### src/rtl/pwmclk_pkg.sv
package pwmclk_pkg;
    typedef enum logic [0:0] {
        DIV_IDLE = 1'b0,
        DIV_RUN  = 1'b1
    } div_state_e;
endpackage

### src/rtl/pwmclk_prescaler.sv
module pwmclk_prescaler #(
    parameter int PRE_MAX = 10,
    parameter int EXP_W   = 4
) (
    input  logic                    clk,
    input  logic                    rst_n,
    output logic [(1<<EXP_W)-1:0]   stride_en
);
    localparam int TAP_N = 1 << EXP_W;

    logic [PRE_MAX-1:0] ripple_q;

    always_ff @(posedge clk or negedge rst_n) begin
        if (!rst_n) ripple_q <= '0;
        else        ripple_q <= ripple_q + 1'b1;
    end

    // tap k is high once every 2^k cycles: when the low k bits are all ones
    for (genvar k = 0; k < TAP_N; k++) begin : g_tap
        if (k == 0) begin : g_unit
            assign stride_en[k] = 1'b1;
        end else if (k <= PRE_MAX) begin : g_carry
            assign stride_en[k] = &ripple_q[k-1:0];
        end else begin : g_none
            assign stride_en[k] = 1'b0;
        end
    end
endmodule

### src/rtl/pwmclk_divider.sv
module pwmclk_divider
    import pwmclk_pkg::*;
#(
    parameter int RATIO_W = 8,
    parameter int EXP_W   = 4,
    parameter int PRE_MAX = 10
) (
    input  logic                       clk,
    input  logic                       rst_n,
    input  logic                       load,
    input  logic [RATIO_W+EXP_W-1:0]   field_new,
    input  logic [RATIO_W+EXP_W-1:0]   field_cur,
    input  logic [(1<<EXP_W)-1:0]      stride_en,
    output logic                       tick
);
    logic [RATIO_W-1:0] cur_ratio, new_ratio, count_q, count_d;
    logic [EXP_W-1:0]   cur_shift, new_shift;
    logic               cfg_changed, new_ok, stride;
    div_state_e         state_q, state_d;

    assign cur_ratio   = field_cur[RATIO_W-1:0];
    assign cur_shift   = field_cur[RATIO_W +: EXP_W];
    assign new_ratio   = field_new[RATIO_W-1:0];
    assign new_shift   = field_new[RATIO_W +: EXP_W];
    assign cfg_changed = (field_new != field_cur);
    assign new_ok      = (new_ratio != '0) && (new_shift <= EXP_W'(PRE_MAX));
    assign stride      = stride_en[cur_shift];

    always_ff @(posedge clk or negedge rst_n) begin
        if (!rst_n) begin
            state_q <= DIV_IDLE;
            count_q <= '0;
        end else begin
            state_q <= state_d;
            count_q <= count_d;
        end
    end

    always_comb begin
        state_d = state_q;
        count_d = count_q;
        if (load && cfg_changed) begin
            count_d = '0;
            state_d = new_ok ? DIV_RUN : DIV_IDLE;
        end else begin
            unique case (state_q)
                DIV_IDLE: count_d = '0;
                DIV_RUN: begin
                    if (stride)
                        count_d = (count_q == cur_ratio - RATIO_W'(1)) ? '0 : count_q + 1'b1;
                end
            endcase
        end
    end

    always_comb begin
        unique case (state_q)
            DIV_IDLE: tick = 1'b0;
            DIV_RUN:  tick = stride && (count_q == cur_ratio - RATIO_W'(1));
        endcase
    end
endmodule

### src/rtl/pwmclk_dual_gen.sv
module pwmclk_dual_gen #(
    parameter int RATIO_W = 8,
    parameter int EXP_W   = 4,
    parameter int PRE_MAX = 10,
    parameter int HALF_W  = 16
) (
    input  logic                 clk,
    input  logic                 rst_n,
    input  logic                 cfg_we,
    input  logic [2*HALF_W-1:0]  cfg_wdata,
    output logic [2*HALF_W-1:0]  cfg_rdata,
    output logic                 tick_a,
    output logic                 tick_b
);
    localparam int DEC_W = RATIO_W + EXP_W;
    localparam int NCLK  = 2;

    logic [2*HALF_W-1:0]     mode_q;
    logic [(1<<EXP_W)-1:0]   stride_en;
    logic [NCLK-1:0]         tick_vec;

    always_ff @(posedge clk or negedge rst_n) begin
        if (!rst_n)      mode_q <= '0;
        else if (cfg_we) mode_q <= cfg_wdata;
    end

    assign cfg_rdata = mode_q;

    pwmclk_prescaler #(.PRE_MAX(PRE_MAX), .EXP_W(EXP_W)) u_pre (
        .clk       (clk),
        .rst_n     (rst_n),
        .stride_en (stride_en)
    );

    for (genvar h = 0; h < NCLK; h++) begin : g_half
        pwmclk_divider #(.RATIO_W(RATIO_W), .EXP_W(EXP_W), .PRE_MAX(PRE_MAX)) u_div (
            .clk       (clk),
            .rst_n     (rst_n),
            .load      (cfg_we),
            .field_new (cfg_wdata[h*HALF_W +: DEC_W]),
            .field_cur (mode_q[h*HALF_W +: DEC_W]),
            .stride_en (stride_en),
            .tick      (tick_vec[h])
        );
    end

    assign tick_a = tick_vec[0];
    assign tick_b = tick_vec[1];
endmodule

### config.mk
export PLATFORM = sky130hd
export DESIGN_NAME = pwmclk_dual_gen
export DESIGN_NICKNAME = d
export VERILOG_FILES = /design/src/rtl/pwmclk_pkg.sv /design/src/rtl/pwmclk_prescaler.sv /design/src/rtl/pwmclk_divider.sv /design/src/rtl/pwmclk_dual_gen.sv
export SDC_FILE = /design/constraint.sdc
export NUM_CORES = 1
export LEC_CHECK = 0
export ABC_CLOCK_PERIOD_IN_PS = 5700
export BUFFER_PORTS_ARGS = -buffer_cell sky130_fd_sc_hd__buf_2
export CORE_ASPECT_RATIO = 1.4
export CORE_MARGIN = 4
export CORE_UTILIZATION = 55
export DETAILED_ROUTE_END_ITERATION = 16
export PLACE_DENSITY = 0.79
export SYNTH_ARGS = -nofsm -noshare
export SYNTH_HDL_FRONTEND = slang
export SYNTH_SLANG_ARGS = --single-unit
### constraint.sdc
create_clock -name clk -period 5.7 [get_ports clk]
set_clock_uncertainty 0.15 [all_clocks]
set_input_delay 0.855 -clock clk [delete_from_list [all_inputs] [get_ports clk]]
set_output_delay 0.855 -clock clk [all_outputs]
set_load 0.05 [all_outputs]
==> metrics.txt, run 1 <==
DRC errors left 0; post_cts resized 0; syn_nets 397; Clock Tree Root clkbuf_8; share of cells above drive strength 1 27.9%; worst setup path startpoint cfg_rdata[0]$_DFFE_PN0P_; Synth area leader dfrtp_1; Initial Util 57.1%; core area 6250 µm²; # hold bufs at CTS 0; R2R setup slack 2.53 ns; H-tree depth 3; Pleak 1.86 nW; Crit path max-delay family simple AND/OR/NAND/NOR gates; Pins Over Slew Limit 0; average cell area after synthesis 10.1 µm²; CTS buffer count 9; worst slew pin tran 0.839 ns; worst endpoint required time 4.70 ns; top cells by area, synth dfrtp_1 (42%), mux2_2 (8.2%), xnor2_1 (6.6%); PwrDens 287 nW/µm²; Routed WL per cell 16.4 µm; Synth Cell Area 3570 µm²; Clock Path Buffers 2; n_diodes 0; setup bufs post-CTS 0; Avg Vias per Cell 5.99; Die Y 103 µm; Hold Path Depth 1; relative slew slack 43.8%; latest clock arrival within the worst-skew pair 0.33 ns; CP max stage cell a2111oi_0; first-pass GRT wire length 13.6 mm; Final Wtd Congestion 0.844; DP HPWL 5.99 mm; Pre-antenna DRT Iters 4; prevailing post-synth register cell dfrtp_1; initial antenna violation count 0; # rows 34; busiest layer in global routing met2; met2 usage 38.7%; Post-synth ARST share 100%; Worst-path clk slew 0.07 ns; Die X 76.1 µm; Ys Warns 0; largest net degree at the start of global routing 61; Die ar. 7860 µm²; detailed-route wire length 8.10 mm; initial DRC count 167; crit path capture type output port; f_max 260 MHz; synthesis-to-finish area growth 17.1%; CP Buf/Inv Count 2; Hold WS 0.338 ns; HP Class register to register; I/O Pins 69; Total GRT Usage 21.3%; PortBufs 68; final setup vio count 0; Worst Reg2Reg Path Length in Cells 6; Critical Path AT 2.85 ns; setup TNS 0 ns; largest stage delay on the critical path 0.56 ns; outcome finished clean; distinct cell type count after synthesis 58; EDFF count, synth 0; CTS sink count 60; Via Count 2966; final worst path period need 3.85 ns; unrepaired setup endpoints after global routing false; Yosys top cell area share 42.0%; Final ANT Viol Nets 0; Synth Register Bits 60; max-cap violations 0; CP Cell Sequence inv_1 > ha_1 > xor2_1 > nand3_1 > a2111oi_0 > and3_2 > and3_1 > buf_2; TritonCTS clock tree built; CP max FO 7; Critical Path Start Type register; vias in the first global route 2999; worst hold start u_pre.ripple_q[5]$_DFF_PN0_; Final #Nets 461; Setup CP Type register to output port; met1 Usage GRT 23.5%; GR Overflow Total 0; worst reg2reg endpoint g_half[0].u_div.count_q[3]$_DFFE_PN0P_; final hold vios 0; Cells after Synth 354; met3 Usage GRT 5.29%; Reg-to-Reg Start cfg_rdata[2]$_DFFE_PN0P_; share of the yosys chip area belonging to registers 42.0%; Peak VDD IR 0.191 mV; final period utilization 67.6%; Worst Hold Endpoint u_pre.ripple_q[5]$_DFF_PN0_
## synthesized netlist by cell type (all sizes together) (7+ instances only)
| master | n |
|---|---|
| nand2 | 24 |
| ha | 8 |
| a21oi | 11 |
| xnor2 | 27 |
| o21ai | 21 |
| and3 | 7 |
| nor2 | 14 |
| nand2b | 8 |
| nor4 | 9 |
| mux2 | 26 |
| nand3 | 11 |
| xor2 | 20 |
| dfrtp | 60 |
| clkbuf | 13 |
| inv | 14 |
## per-layer routing
layer | share of wire [%] | routed length [µm]
met1 | 40 | 3260
met2 | 52 | 4190
met3 | 5.1 | 416
met4 | 2.8 | 227
met5 | 0 | 0
## per-stage QoR
step                setup slack, ns  cells  cell area (µm²)  power (mW)  utilization, %
global route                   1.61    495             4180        1.26            66.9
finish                         1.85    495             4180        1.20            66.9
detailed placement             2.20    479             3950       0.764            63.1
CTS                            1.81    495             4180        1.22            66.9
floorplan                      2.00    354             3570       0.686               -
global placement               2.28    479             3950       0.758            63.1
## cell families after synthesis
family                   after synthesis  synth area share (%)
AND/OR/NAND/NOR                      110                  17.4
flip-flops                            60                  42.0
multiplexers                          29                  9.04
adder cells (fa/ha/maj)                8                  2.80
XOR/XNOR                              47                  11.7
AO/OA/AOI/OAI                         70                  13.7
buffers and inverters                 30                  3.26
## worst reg2reg max path, stage by stage, from the launching register on
cell     delay (ns)
dfrtp_1        0.50
nor4_1         0.58
o21ai_0        0.22
a221o_1        0.38
a31oi_1        0.67
or4b_1         0.49
o21ai_1        0.11
## state kept, by name, indices dropped and copies added, names as in the netlist
register,flops
g_half.u_div.state_q,2
g_half.u_div.count_q,16
cfg_rdata,32
u_pre.ripple_q,10
## worst max path at each step
stage | to | slack (ns) | depth (start not counted)
final | tick_a | 1.85 | 8
after global routing | tick_a | 1.61 | 9
after CTS | tick_a | 1.81 | 8
after detailed placement | tick_a | 2.20 | 8
after global placement | tick_a | 2.28 | 8
after floorplan | tick_b | 2.00 | 7
## power breakdown
group | internal, mW | switching, mW
sequential | 0.451 | 0.0407
combinational | 0.0939 | 0.170
clock | 0.282 | 0.164
## final cells by class
type                       instances  area (µm²)
fill                             489        2070
multi-input combinational        264        1950
sequential                        60        1500
timing repair buffer              69         348
clock buffer                      13         169
tap                               72        90.1
clock inverter                     3        67.6
inverter                          14        52.6
## placed cells by master, fill, tap and decap left out, types with 3 or more instances in the layout
master,n
xnor2_1,27
o21ai_0,18
dfrtp_1,60
clkbuf_8,12
a221o_1,4
or4b_1,4
or3_1,4
xor2_1,19
nor3_1,4
nand2b_1,8
nand3b_1,3
a21oi_1,11
inv_1,14
nor2b_1,6
nand3_1,10
nor4_1,9
a22o_1,6
o21ai_1,3
nand4_1,5
mux2_2,26
and3_1,6
ha_1,8
mux2i_1,3
nand2_1,24
nor2_1,13
buf_2,68
Power figures use the tool's default switching activity.
==> run 2: changes to the inputs <==
- ABC_CLOCK_PERIOD_IN_PS: 5700 -> 3700
- clock period: 5.7 -> 3.7 ns (I/O delays scaled with it)
==> metrics.txt, run 2 (synthesis gave the netlist of run 1 again) <==
Die Y 103 µm (unchanged); clock group share of total power 38.6% (+1.5 points); CP max stage cell dfrtp_1; GR Overflow Total 0 (unchanged); commonest non-fill, non-tap cell in the layout buf_2; Setup CP Type register to output port; detailed-route wire length 8.23 mm (+1.5%); Routed WL per cell 16.6 µm (+1.1%); setup TNS 0 ns (unchanged); Final #Nets 463 (+0.43%); Internal Dissipation 1.31 mW (+58%); crit path capture type output port; Gate power share 21.6% (-0.4 points); Total GRT Usage 21.4% (+0.12 points); # rows 34 (unchanged); worst slew pin tran 1.03 ns (+0.189 ns); n_diodes 0 (unchanged); Initial Util 57.1% (unchanged); TritonCTS clock tree built; Critical Path Start Type register; initial antenna violation count 0 (unchanged); # hold bufs at CTS 0 (unchanged); H-tree depth 3 (unchanged); largest net degree at the start of global routing 46 (-25%); R2R setup slack 0.71 ns (-1.82 ns); relative slew slack 31.5% (-12 points); PortBufs 68 (unchanged); latest clock arrival within the worst-skew pair 0.34 ns (about the same); Die X 76.1 µm (unchanged); max reg flops 32 (unchanged); CTS buffer count 9 (unchanged); switch share 31.5% (+0.28 points); largest stage delay on the critical path 0.44 ns (-0.12 ns); sequential fraction of design power 39.8% (-1.1 points); Critical Path AT 2.74 ns (-0.11 ns); DRC errors left 0 (unchanged); initial DRC count 132 (-21%); CTS sink count 60 (unchanged); most frequent cells in the layout buf_2 (68), dfrtp_1 (60), xnor2_1 (27), mux2_2 (26), nand2_1 (24); core area 6250 µm² (unchanged); worst endpoint required time 2.99 ns (-1.71 ns); Via Count 2950 (-0.54%); P_sw 0.600 mW (+60%); outcome finished clean; max-cap violations 0 (unchanged); share of cells above drive strength 1 28.9% (+1.0 points); Final Wtd Congestion 0.879 (+4.1%); vias in the first global route 2979 (-0.67%); HP Class primary input to async pin; CP Cell Sequence and4_1 > and4_1 > ha_1 > nand2b_1 > a221oi_1 > o21ai_0 > a21oi_2 > and3_1 > buf_2; first-pass GRT wire length 13.6 mm (about the same); final worst path period need 3.45 ns; Worst Reg2Reg Path Length in Cells 10 (+4); synthesis-to-finish area growth 18.1%; Pre-antenna DRT Iters 4 (unchanged); Clock Path Buffers 2 (unchanged); Clock Tree Root clkbuf_8; pre-CTS setup slack 0.522 ns (-1.67 ns); Avg Vias per Cell 5.94 (-0.94%); final hold vios 0 (unchanged); f_max 290 MHz; Pleak 1.88 nW (+0.83%); CP max FO 6 (-1); final setup vio count 0 (unchanged); Peak VDD IR 0.314 mV (+64%); I/O Pins 69 (unchanged); Worst-path clk slew 0.08 ns (about the same); PwrDens 452 nW/µm² (+57%); Final ANT Viol Nets 0 (unchanged); final period utilization 93.2%; post-route setup slack 0.251 ns (-1.60 ns); Critical Path Most Common Cell and4_1; DP HPWL 6.06 mm (+1.2%); Die ar. 7860 µm² (unchanged); Pins Over Slew Limit 0 (unchanged); Fillers 475 (-2.9%); unrepaired setup endpoints after global routing false
[run 2: changes by cell type in the layout (fill, tap and decap cells not counted), sizes merged]
cell	previous run	this run
clkbuf	13	10
buf	69	71
clkinv	0	2
bufinv	2	3
[run 2: per-layer routing]
metal	global-route usage, %	part of all wire (%)	wire [µm]	vias up
li1	-	-	-	1423
met4	12.2	3.4	276	0
met1	24.2	41	3410	1426
met5	0	0	0	-
met3	3.55	4.0	330	24
met2	38.5	51	4210	77
[run 2: worst paths after layout]
path | endpoint | start
min reg2reg | u_pre.ripple_q[5]$_DFF_PN0_ | u_pre.ripple_q[5]$_DFF_PN0_
max in group asynchronous | g_half[1].u_div.count_q[0]$_DFFE_PN0P_ | rst_n
min in group clk | cfg_rdata[12]$_DFFE_PN0P_ | cfg_wdata[12]
max | tick_a | u_pre.ripple_q[2]$_DFF_PN0_
min | cfg_rdata[9]$_DFFE_PN0P_ | rst_n
max reg2reg | g_half[0].u_div.count_q[2]$_DFFE_PN0P_ | u_pre.ripple_q[0]$_DFF_PN0_
[run 2: repair_timing]
action,in CTS,in global routing
gates resized for setup,0,3
endpoints found under the setup margin,0,1
setup buffers,0,0
[run 2: power by group through the flow]
stage / Combinational, mW / Clock, mW / Sequential, mW
floorplan: 0.191 / 0 / 0.867
global placement: 0.404 / 0 / 0.767
detailed placement: 0.411 / 0 / 0.770
CTS: 0.414 / 0.749 / 0.757
global route: 0.444 / 0.780 / 0.766
finish: 0.412 / 0.736 / 0.759
[run 2: through the flow]
step           area [µm²]  hold WS, ns  power [mW]  utilization, %  cells
2_1_floorplan        3570        0.109        1.06               -    354
3_3_place_gp         3960        0.299        1.17            63.3    481
3_5_place_dp         3960        0.301        1.18            63.3    481
4_1_cts              4210        0.258        1.92            67.3    497
5_1_grt              4220        0.291        1.99            67.4    497
6_report             4220        0.237        1.91            67.4    497
[run 2: worst max-delay path: cells and delay by family, from the launching register on]
kind	cells	cell delay [ns]
compound gates	3	0.72
fa+ha+maj	1	0.17
buf+inv	1	0.26
flops	1	0.44
simple gates	4	0.82
[run 2: layout make-up]
type                       instances  area [µm²]  area share [%]
clock buffer                      10         138            3.26
inverter                          14        52.6            1.25
timing repair buffer              71         363            8.61
sequential                        60        1500            35.6
tap                               72        90.1            2.14
clock inverter                     6         111            2.64
multi-input combinational        264        1960            46.5
